--- src/rtl/vreg_pkg.sv ---
// Package: shared sizes, special offsets and the per-offset mask of
// implemented bits for the video register file.
// Assumes: 8-bit registers, 6-bit register offsets.
package vreg_pkg;
    localparam int DATA_W      = 8;
    localparam int ADDR_W      = 6;
    localparam int NUM_REGS    = 47;
    localparam int NUM_SRC     = 4;
    localparam int NUM_SPR     = 8;

    localparam int OFS_CTRL_B  = 22;
    localparam int OFS_MEMPTR  = 24;
    localparam int OFS_LATCH   = 25;
    localparam int OFS_ENABLE  = 26;
    localparam int OFS_COLL_SS = 30;
    localparam int OFS_COLL_SB = 31;
    localparam int OFS_COLOR   = 32;

    // Interrupt source bit positions (decoded by software)
    localparam int SRC_RASTER  = 0;
    localparam int SRC_SB      = 1;
    localparam int SRC_SS      = 2;
    localparam int SRC_PEN     = 3;

    // Mask of implemented bits for a storage offset
    function automatic logic [DATA_W-1:0] impl_mask(input int ofs);
        logic [DATA_W-1:0] m;
        m = '1;
        if (ofs == OFS_CTRL_B)       m = 8'h3F;
        else if (ofs == OFS_MEMPTR)  m = 8'hFE;
        else if (ofs == OFS_ENABLE)  m = 8'h0F;
        else if (ofs >= OFS_COLOR)   m = 8'h0F;
        return m;
    endfunction

    // True for offsets whose content is not plain storage
    function automatic logic is_special(input int ofs);
        return (ofs == OFS_LATCH) || (ofs == OFS_COLL_SS) || (ofs == OFS_COLL_SB);
    endfunction
endpackage

--- src/rtl/vreg_store.sv ---
// Module: plain storage cells for the register bank. Each cell keeps only
// its implemented bits; special offsets are never written here.
// Assumes: write happens at the clock edge where wr_en is sampled high.
module vreg_store
    import vreg_pkg::*;
#(
    parameter int N_REGS = NUM_REGS,
    parameter int AW     = ADDR_W,
    parameter int DW     = DATA_W
) (
    input  logic               clk,
    input  logic               rst_n,
    input  logic               wr_en,
    input  logic [AW-1:0]      addr,
    input  logic [DW-1:0]      wdata,
    output logic [N_REGS*DW-1:0] cells
);
    for (genvar i = 0; i < N_REGS; i++) begin : g_cell
        localparam logic [DW-1:0] MASK     = DW'(impl_mask(i));
        localparam logic          WRITABLE = !is_special(i);
        logic [DW-1:0] cell_q;

        // Capture a write into this cell, implemented bits only
        always_ff @(posedge clk) begin
            if (!rst_n)
                cell_q <= '0;
            else if (WRITABLE && wr_en && (addr == AW'(i)))
                cell_q <= wdata & MASK;
        end

        assign cells[i*DW +: DW] = cell_q;
    end
endmodule

--- src/rtl/vreg_coll.sv ---
// Module: one read-clear collision register. Mask bits are ORed in each
// cycle; a read clears the register but same-cycle mask bits survive.
// first_hit flags a transition out of the all-zero state.
module vreg_coll #(
    parameter int W = 8
) (
    input  logic         clk,
    input  logic         rst_n,
    input  logic         rd_clr,
    input  logic [W-1:0] evt_mask,
    output logic [W-1:0] coll_q,
    output logic         first_hit
);
    logic [W-1:0] base;

    // Value left after an optional read clear in this cycle
    always_comb begin
        base      = rd_clr ? '0 : coll_q;
        first_hit = (base == '0) && (evt_mask != '0);
    end

    // Accumulate collision bits
    always_ff @(posedge clk) begin
        if (!rst_n)
            coll_q <= '0;
        else
            coll_q <= base | evt_mask;
    end
endmodule

--- src/rtl/vreg_irq.sv ---
// Module: interrupt latch with write-one-to-clear and a registered,
// active-low request output. A set in the same cycle as a clear wins.
module vreg_irq #(
    parameter int N = 4
) (
    input  logic         clk,
    input  logic         rst_n,
    input  logic [N-1:0] set_bits,
    input  logic         clr_wr,
    input  logic [N-1:0] clr_bits,
    input  logic [N-1:0] enable,
    output logic [N-1:0] latch_q,
    output logic         irq_n
);
    logic [N-1:0] latch_d;

    // Next latch: clear requested bits, then apply new events
    always_comb begin
        latch_d = (latch_q & ~(clr_wr ? clr_bits : '0)) | set_bits;
    end

    // Latch state
    always_ff @(posedge clk) begin
        if (!rst_n)
            latch_q <= '0;
        else
            latch_q <= latch_d;
    end

    // Registered request output, glitch free
    always_ff @(posedge clk) begin
        if (!rst_n)
            irq_n <= 1'b1;
        else
            irq_n <= ~|(latch_q & enable);
    end
endmodule

--- src/rtl/vreg_file.sv ---
// Module: top of the video register file. Decodes a 6-bit offset, holds
// storage, interrupt latch/enable and two read-clear collision registers,
// and drives a combinational read port plus an active-low interrupt.
// Assumes: event inputs are synchronous single-cycle pulses or masks.
module vreg_file
    import vreg_pkg::*;
(
    input  logic              clk,
    input  logic              rst_n,
    input  logic [ADDR_W-1:0] reg_addr,
    input  logic              wr_en,
    input  logic [DATA_W-1:0] wr_data,
    input  logic              rd_en,
    output logic [DATA_W-1:0] rd_data,
    input  logic              raster_evt,
    input  logic              pen_evt,
    input  logic [NUM_SPR-1:0] ss_mask,
    input  logic [NUM_SPR-1:0] sb_mask,
    output logic              irq_n
);
    localparam int CELL_BITS = NUM_REGS * DATA_W;

    logic [CELL_BITS-1:0] cells;
    logic [NUM_SRC-1:0]   irq_latch;
    logic [NUM_SRC-1:0]   irq_enable;
    logic [NUM_SRC-1:0]   irq_set;
    logic [NUM_SPR-1:0]   coll_ss;
    logic [NUM_SPR-1:0]   coll_sb;
    logic                 ss_first;
    logic                 sb_first;
    logic                 rd_ss;
    logic                 rd_sb;
    logic                 clr_wr;
    logic [DATA_W-1:0]    plain;

    vreg_store #(.N_REGS(NUM_REGS), .AW(ADDR_W), .DW(DATA_W)) u_store (
        .clk   (clk),
        .rst_n (rst_n),
        .wr_en (wr_en),
        .addr  (reg_addr),
        .wdata (wr_data),
        .cells (cells)
    );

    // Decode strobes that touch special offsets
    always_comb begin
        rd_ss  = rd_en && (reg_addr == ADDR_W'(OFS_COLL_SS));
        rd_sb  = rd_en && (reg_addr == ADDR_W'(OFS_COLL_SB));
        clr_wr = wr_en && (reg_addr == ADDR_W'(OFS_LATCH));
    end

    vreg_coll #(.W(NUM_SPR)) u_coll_ss (
        .clk       (clk),
        .rst_n     (rst_n),
        .rd_clr    (rd_ss),
        .evt_mask  (ss_mask),
        .coll_q    (coll_ss),
        .first_hit (ss_first)
    );

    vreg_coll #(.W(NUM_SPR)) u_coll_sb (
        .clk       (clk),
        .rst_n     (rst_n),
        .rd_clr    (rd_sb),
        .evt_mask  (sb_mask),
        .coll_q    (coll_sb),
        .first_hit (sb_first)
    );

    // Gather interrupt sources in their bit positions
    always_comb begin
        irq_set             = '0;
        irq_set[SRC_RASTER] = raster_evt;
        irq_set[SRC_SB]     = sb_first;
        irq_set[SRC_SS]     = ss_first;
        irq_set[SRC_PEN]    = pen_evt;
        irq_enable          = cells[OFS_ENABLE*DATA_W +: NUM_SRC];
    end

    vreg_irq #(.N(NUM_SRC)) u_irq (
        .clk      (clk),
        .rst_n    (rst_n),
        .set_bits (irq_set),
        .clr_wr   (clr_wr),
        .clr_bits (wr_data[NUM_SRC-1:0]),
        .enable   (irq_enable),
        .latch_q  (irq_latch),
        .irq_n    (irq_n)
    );

    // Select the storage cell addressed
    always_comb begin
        plain = '0;
        for (int i = 0; i < NUM_REGS; i++) begin
            if (reg_addr == ADDR_W'(i))
                plain = cells[i*DATA_W +: DATA_W];
        end
    end

    // Read data: special offsets, unused offsets, or masked storage
    always_comb begin
        if (int'(reg_addr) >= NUM_REGS)
            rd_data = '1;
        else if (reg_addr == ADDR_W'(OFS_LATCH))
            rd_data = {~irq_n, {(DATA_W-1-NUM_SRC){1'b1}}, irq_latch};
        else if (reg_addr == ADDR_W'(OFS_COLL_SS))
            rd_data = coll_ss;
        else if (reg_addr == ADDR_W'(OFS_COLL_SB))
            rd_data = coll_sb;
        else
            rd_data = plain | ~impl_mask(int'(reg_addr));
    end
endmodule

--- config.mk ---
export PLATFORM = sky130hd
export DESIGN_NAME = vreg_file
export DESIGN_NICKNAME = d
export VERILOG_FILES = /design/src/rtl/vreg_pkg.sv /design/src/rtl/vreg_store.sv /design/src/rtl/vreg_coll.sv /design/src/rtl/vreg_irq.sv /design/src/rtl/vreg_file.sv
export SDC_FILE = /design/constraint.sdc
export NUM_CORES = 1
export LEC_CHECK = 0
export BUFFER_PORTS_ARGS = -buffer_cell sky130_fd_sc_hd__buf_2
export CAP_MARGIN = 30
export CORE_UTILIZATION = 60
export CTS_CLUSTER_DIAMETER = 100
export DETAILED_ROUTE_END_ITERATION = 10
export GPL_TIMING_DRIVEN = 1
export PLACE_DENSITY = 0.86
export SYNTH_ARGS = -nofsm -noshare
export SYNTH_HDL_FRONTEND = slang
export SYNTH_SLANG_ARGS = --single-unit
--- constraint.sdc ---
create_clock -name clk -period 2.7 [get_ports clk]
set_clock_uncertainty 0.15 [all_clocks]
set_input_delay 0.27 -clock clk [delete_from_list [all_inputs] [get_ports clk]]
set_output_delay 0.27 -clock clk [all_outputs]
set_load 0.05 [all_outputs]
### After elaboration in Yosys (flattened, before gate mapping)

Index checks and enable logic that the tools add are counted.

* word-level logic and storage cells: 226
* register bits after elaboration: 306
* output and inout port bits: 9

* mux-type cells: 62
* equality and inequality tests: 49
* bitwise gates (word level): 9
* reduce and logical (&&, ||, !) cells: 56
* order comparisons: 2

Operators with widths (count)
* 8-bit two-way mux: 61
* 6-bit == test (second input constant): 18
* 6-bit by 5-bit == test with 1-bit output (second input constant): 16
* 1-bit logical AND: 49
* 6-bit by 4-bit == test with 1-bit output (second input constant): 8
* 6-bit by 3-bit == test with 1-bit output (second input constant): 4
* 8-bit bitwise OR: 3
* 8-bit zero test: 2
* 8-bit nonzero test: 2
* 6-bit by 2-bit == test with 1-bit output (second input constant): 2
* 6-bit >= comparator (second input constant): 2
* 4-bit AND: 2
* 8-bit NOT: 1
* 6-bit by 1-bit == test with 1-bit output (second input constant): 1
* 6-bit zero test: 1
* 4-bit two-way mux: 1
* 4-bit NOT: 1
* 4-bit bitwise OR: 1
* 4-bit OR reduction: 1
* 1-bit zero test: 1
* 1-bit NOT: 1

### Logic depth before layout (Yosys ltp)

* word-level depth: 53
* gate-level depth with buffers: 11
* mapped depth without buffers: 7

### Hierarchy

From an unflattened synthesis, not the netlist that was laid out.

* cells, all modules: 1868
* area, all modules: 16589.7 sq um

By module, submodules not included
* vreg_store: cells an instance 1088, sequential area each 5705.5 sq um, area an instance 11043.1 sq um, instances 1
* vreg_file: cells an instance 702, sequential area each 0.0 sq um, area an instance 4733.3 sq um, instances 1
* vreg_coll: cells an instance 31, sequential area each 160.2 sq um, area an instance 315.3 sq um, instances 2
* vreg_irq: cells an instance 16, sequential area each 100.1 sq um, area an instance 182.7 sq um, instances 1

### Worst setup path before layout

No wires, ideal clock.

* kind: input port to output port
* start: input reg_addr[5]
* end: output rd_data[0]
* stages: 9
* data arrival time: 2.982 ns
* setup slack: -0.702 ns
* path through: buf_4 and4bb_2 buf_4 nand2_1 a22o_1 a221oi_1 o311ai_1 a22o_1 o32ai_1

* longest elaborated chain between the ends: 53
* elaborated cells on any way between the ends: 111

Ends and longest elaborated chain
* start: declaration: line vreg_file.sv:10 `input logic [ADDR_W-1:0] reg_addr,`
* 6-bit zero test: line vreg_file.sv:95 `if (reg_addr == ADDR_W'(i))`
* 8-bit two-way mux (47 in series): line vreg_file.sv:95
* 8-bit bitwise OR: line vreg_file.sv:111 `rd_data = plain | ~impl_mask(int'(reg_addr));`
* 8-bit two-way mux: line vreg_file.sv:108 `else if (reg_addr == ADDR_W'(OFS_COLL_SB))`
* 8-bit two-way mux: line vreg_file.sv:106 `else if (reg_addr == ADDR_W'(OFS_COLL_SS))`
* 8-bit two-way mux: line vreg_file.sv:104 `else if (reg_addr == ADDR_W'(OFS_LATCH))`
* 8-bit two-way mux (*): line vreg_file.sv:102 `if (int'(reg_addr) >= NUM_REGS)`
* end: declaration: line vreg_file.sv:14 `output logic [DATA_W-1:0] rd_data,`

Every way passes the cells marked *; elsewhere a longest branch is shown, timed or not. The select of a mux whose other input is x is not followed.

### Final worst setup path

* start: register u_store.g_cell[3].cell_q[0]
* end: output rd_data[0]

* longest elaborated chain between the ends: 49

Ends and longest elaborated chain
* start: declaration: line vreg_store.sv:21 `logic [DW-1:0] cell_q;`
* start signal: assignment: line vreg_store.sv:28 `cell_q <= wdata & MASK;`
* 8-bit two-way mux (44 in series): line vreg_file.sv:95
* 8-bit bitwise OR: line vreg_file.sv:111
* 8-bit two-way mux: line vreg_file.sv:108
* 8-bit two-way mux: line vreg_file.sv:106
* 8-bit two-way mux: line vreg_file.sv:104
* 8-bit two-way mux: line vreg_file.sv:102

No other way between the ends.

==> out/summary.md <==
- **uppermost metal layer occupied by signal nets** met4
- **worst setup path startpoint** u_store.g_cell[3].cell_q[0]
- **number of slew-limit violations in the final report** 0
- **share of synthesized area occupied by flip-flops and latches** 38.9%
- **worst slack at placement** -0.504 ns
- **Internal Dissipation** 8.33 mW
- **post-layout net count** 2,254
- **Combinational Power Share** 11.7%
- **async set or reset register ratio after synthesis** 0%
- **switching power of the nets** 2.79 mW
- **Detailed Route WL** 59,700 µm
- **area of the core** 25,500 µm²
- **total via count in the routed design** 17,217
- **Top-Level Pins** 45
- **summed instance area of the synthesized netlist** 15,700 µm²
- **leakage dissipation** 7.07 nW
- **die extent in y** 164 µm
- **part of the total power dissipated in sequential elements** 41.3%
- **flip-flop and latch count after synthesis** 306
- **YS warnings** 0
- **final critical-path setup slack** -0.361 ns
- **placer congestion estimate** 1.02
- **Skew-Pair Late Insertion Delay** 0.53 ns
- **number of rows created at floorplan** 58
- **count of flip-flops with a built-in enable after synthesis** 0
- **count of distinct cell types in the synthesized netlist** 82
- **Max Cap Viol** 0
- **width of the chip** 164 µm
- **R2R setup slack** 0.78 ns
- **area of combinational cells with multiple inputs** 9420 µm²
- **number of buffers added by the clock tree synthesis step** 34
- **share of total power consumed by net switching** 25.1%
- **DR WL met2** 26,300 µm
- **gr usage total** 44.0%
- **number of iterations in the first detailed-routing pass** 9
- **utilization of the core after routing** 78.3%
- **transition time at the pin with the least slew margin** 0.910 ns
- **r2r worst-path depth** 6
- **clock share of power** 47.1%
- **first-iteration detailed-routing DRC count** 2,788
- **Worst Hold Class** input port to flip-flop
- **routed wire length on met3** 7290 µm
- **violations in the final reports** negative setup slack
- **floorplan die area** 26,900 µm²
- **largest driver fanout on the critical path** 2
- **Clock transition at path regs** 0.06 ns
- **run status** finished with violations
- **highest ir drop seen on vdd** 0.000637 V
- **final antenna-violating net count** 0
- **PD cells** 557 nW/µm²
- **setup_tns** -2.03 ns
- **starting utilization of the core area** 61.7%
- **Non-Filler Cell Area, Final** 19,900 µm²
- **gate count of the mapped netlist** 2,034
- **clock tree from TritonCTS** done
- **setup repair after global routing missed its margin** yes
- **final cycle utilization of the critical path** 113%
- **htree depth** 2
- **number of global-route vias before repair** 16,533
- **routed wire length per instance** 23.2 µm
- **highest achievable clock rate** 327 MHz
- **wire length of the first global-routing pass** 91,200 µm
- **fin crit period** 3.06 ns
- **half-perimeter wire length after placement** 38,600 µm
- **via-per-instance ratio** 6.69
- **dominant synthesized flop cell** dfxtp_1
- **Syn Nets** 2,070
- **launch instance of the worst register-to-register path** u_coll_sb.coll_q[3]
- **relative area change from synthesis to final layout** 26.8%
- **CP required** 2.28 ns
- **maximum number of buffers from clock root to sink** 3
- **crit end category** output pin
- **synthesized area per cell** 7.73 µm²
- **Slew HR** 39.4%
- **initial antenna violation count** 1
- **Clock Sink Count** 306
- **Port Buf Inserts** 44
- **DRC violation count after routing** 0
- **flip-flop and latch area** 6130 µm²
- **root buf cell** clkbuf_16
- **endpoint of the worst setup timing path** rd_data[0]
- **layout cell share with drive strength beyond 1** 21.5%
- **worst flop-to-flop path endpoint** u_irq.latch_q[1]
- **kind of critical path** flip-flop to output pin
- **Hold Vio Cnt, Final** 0
- **maximum number of pins on one net before global-route repair** 96
- **number of fillers in the final layout** 1,643
- **grt total ovfl** 0
- **Worst Path Arrival** 2.64 ns
- **Post-Place Cell Area** 17,600 µm²
- **detailed-route wire length on metal 1** 22,100 µm
- **Power Total** 11.1 mW
- **number of failing setup endpoints in the final timing report** 8
- **Critical Path Start Type** flip-flop
## state kept, by name, summed over array words and instances, names as in the netlist
signal	flops
u_coll_sb.coll_q	8
u_irq.irq_n	1
u_irq.latch_q	4
u_store.g_cell.cell_q	285
u_coll_ss.coll_q	8
## through the flow
| step | std cells | hold WS (ns) |
|---|---|---|
| floorplan | 2034 | 0.259 |
| global placement | 2481 | 0.290 |
| detailed placement | 2481 | 0.299 |
| CTS | 2572 | 0.0466 |
| global route | 2575 | 0.0805 |
| finish | 2575 | 0.0646 |
## worst max-delay path: stages (launching register included)
cell	delay (ns)
dfxtp_2	0.32
mux4_2	0.53
nand2_2	0.11
a21oi_2	0.06
a2111oi_4	0.34
o221ai_4	0.20
a31oi_1	0.17
buf_4	0.14
o32ai_2	0.08
buf_6	0.17
## placed cells by master (no fill, tap or decap), types with 6 or more instances in the layout
| master | instances |
|---|---|
| nand2_1 | 587 |
| dfxtp_1 | 299 |
| a21boi_0 | 275 |
| buf_4 | 220 |
| o21ai_0 | 109 |
| nor2_1 | 87 |
| a21oi_1 | 72 |
| nand3_1 | 43 |
| clkbuf_16 | 37 |
| nor2b_1 | 34 |
| mux2i_1 | 32 |
| buf_2 | 30 |
| buf_6 | 29 |
| a22oi_1 | 18 |
| dlygate4sd3_1 | 18 |
| o22ai_1 | 17 |
| mux2_2 | 17 |
| o221ai_1 | 13 |
| buf_12 | 13 |
| nor3_1 | 10 |
| clkbuf_8 | 10 |
| nor4_1 | 9 |
| a22o_1 | 9 |
| nand2b_1 | 7 |
| a31oi_1 | 7 |
| dfxtp_2 | 7 |
| nor2_4 | 6 |
| and3_1 | 6 |
| o21ai_1 | 6 |
| mux4_2 | 6 |
| a211oi_1 | 6 |
## power by group through the flow
stage          Clock, mW  Sequential [mW]  Combinational [mW]
2_1_floorplan          0             4.67               0.634
3_3_place_gp           0             4.68                1.06
3_5_place_dp           0             4.69                1.07
4_1_cts             5.20             4.59                1.20
5_1_grt             5.40             4.59                1.33
6_report            5.23             4.59                1.30
## what timing repair did
| action | 4_1_cts | 5_1_grt |
|---|---|---|
| hold buffers | 18 | 0 |
| resized for setup | 132 | 35 |
| setup buffers | 13 | 1 |
| setup endpoints to repair | 8 | 8 |
| endpoints found under the hold margin | 18 | 0 |
| cloned | 2 | 0 |
| pin swaps | 42 | 11 |
## area by class of cell
type / count / area share (%)
inverter: 7 / 0.151
antenna: 1 / 0.0125
timing repair buffer: 315 / 13.4
clock buffer: 52 / 5.43
sequential: 306 / 30.8
tap: 330 / 2.07
multi-input combinational: 1554 / 47.2
clock inverter: 10 / 0.947
## synthesized netlist by cell type, types with 10 or more instances
library cell  instances  share of area (%)
nand2_1             591                 14
mux2_2               18                1.3
nor3_1               11               0.35
mux2i_1              32                2.0
clkbuf_1            103                2.5
buf_4                12               0.57
dfxtp_1             306                 39
a21boi_0            276                 13
o21ai_0             118                3.8
nand2b_1             10               0.40
nor2b_1              36                1.4
a21oi_1              80                2.5
buf_2                45                1.4
a31oi_1              10               0.40
a22oi_1              20               0.95
nand3_1              43                1.4
o221ai_1             17               0.95
nor2_1               94                2.2
a211oi_1             11               0.53
o22ai_1              18               0.72
## worst min path at each step
stage / cells after the start / start / to / slack, ns
after CTS: 3 / wr_data[1] / u_store.g_cell[45].cell_q[1] / 0.05
final: 3 / wr_data[1] / u_store.g_cell[45].cell_q[1] / 0.06
after detailed placement: 2 / u_store.g_cell[27].cell_q[7] / u_store.g_cell[27].cell_q[7] / 0.30
after global placement: 2 / u_store.g_cell[27].cell_q[7] / u_store.g_cell[27].cell_q[7] / 0.29
after global routing: 3 / wr_data[1] / u_store.g_cell[27].cell_q[1] / 0.08
after floorplan: 2 / sb_mask[0] / u_coll_sb.coll_q[0] / 0.26
## logic make-up after synthesis
group	after synthesis	share of synthesized area, %
compound gates	648	28.6
xor+xnor	2	0.111
buf+inv	174	4.89
flops	306	38.9
mux	56	4.18
simple gates	848	23.3
## routing by layer
| metal | vias up | track usage, % |
|---|---|---|
| met5 | - | 0 |
| met4 | 0 | 28.6 |
| met3 | 352 | 11.5 |
| met2 | 1336 | 67.9 |
| met1 | 8046 | 54.3 |
| li1 | 7483 | - |
(Power assumes the default switching activity.)
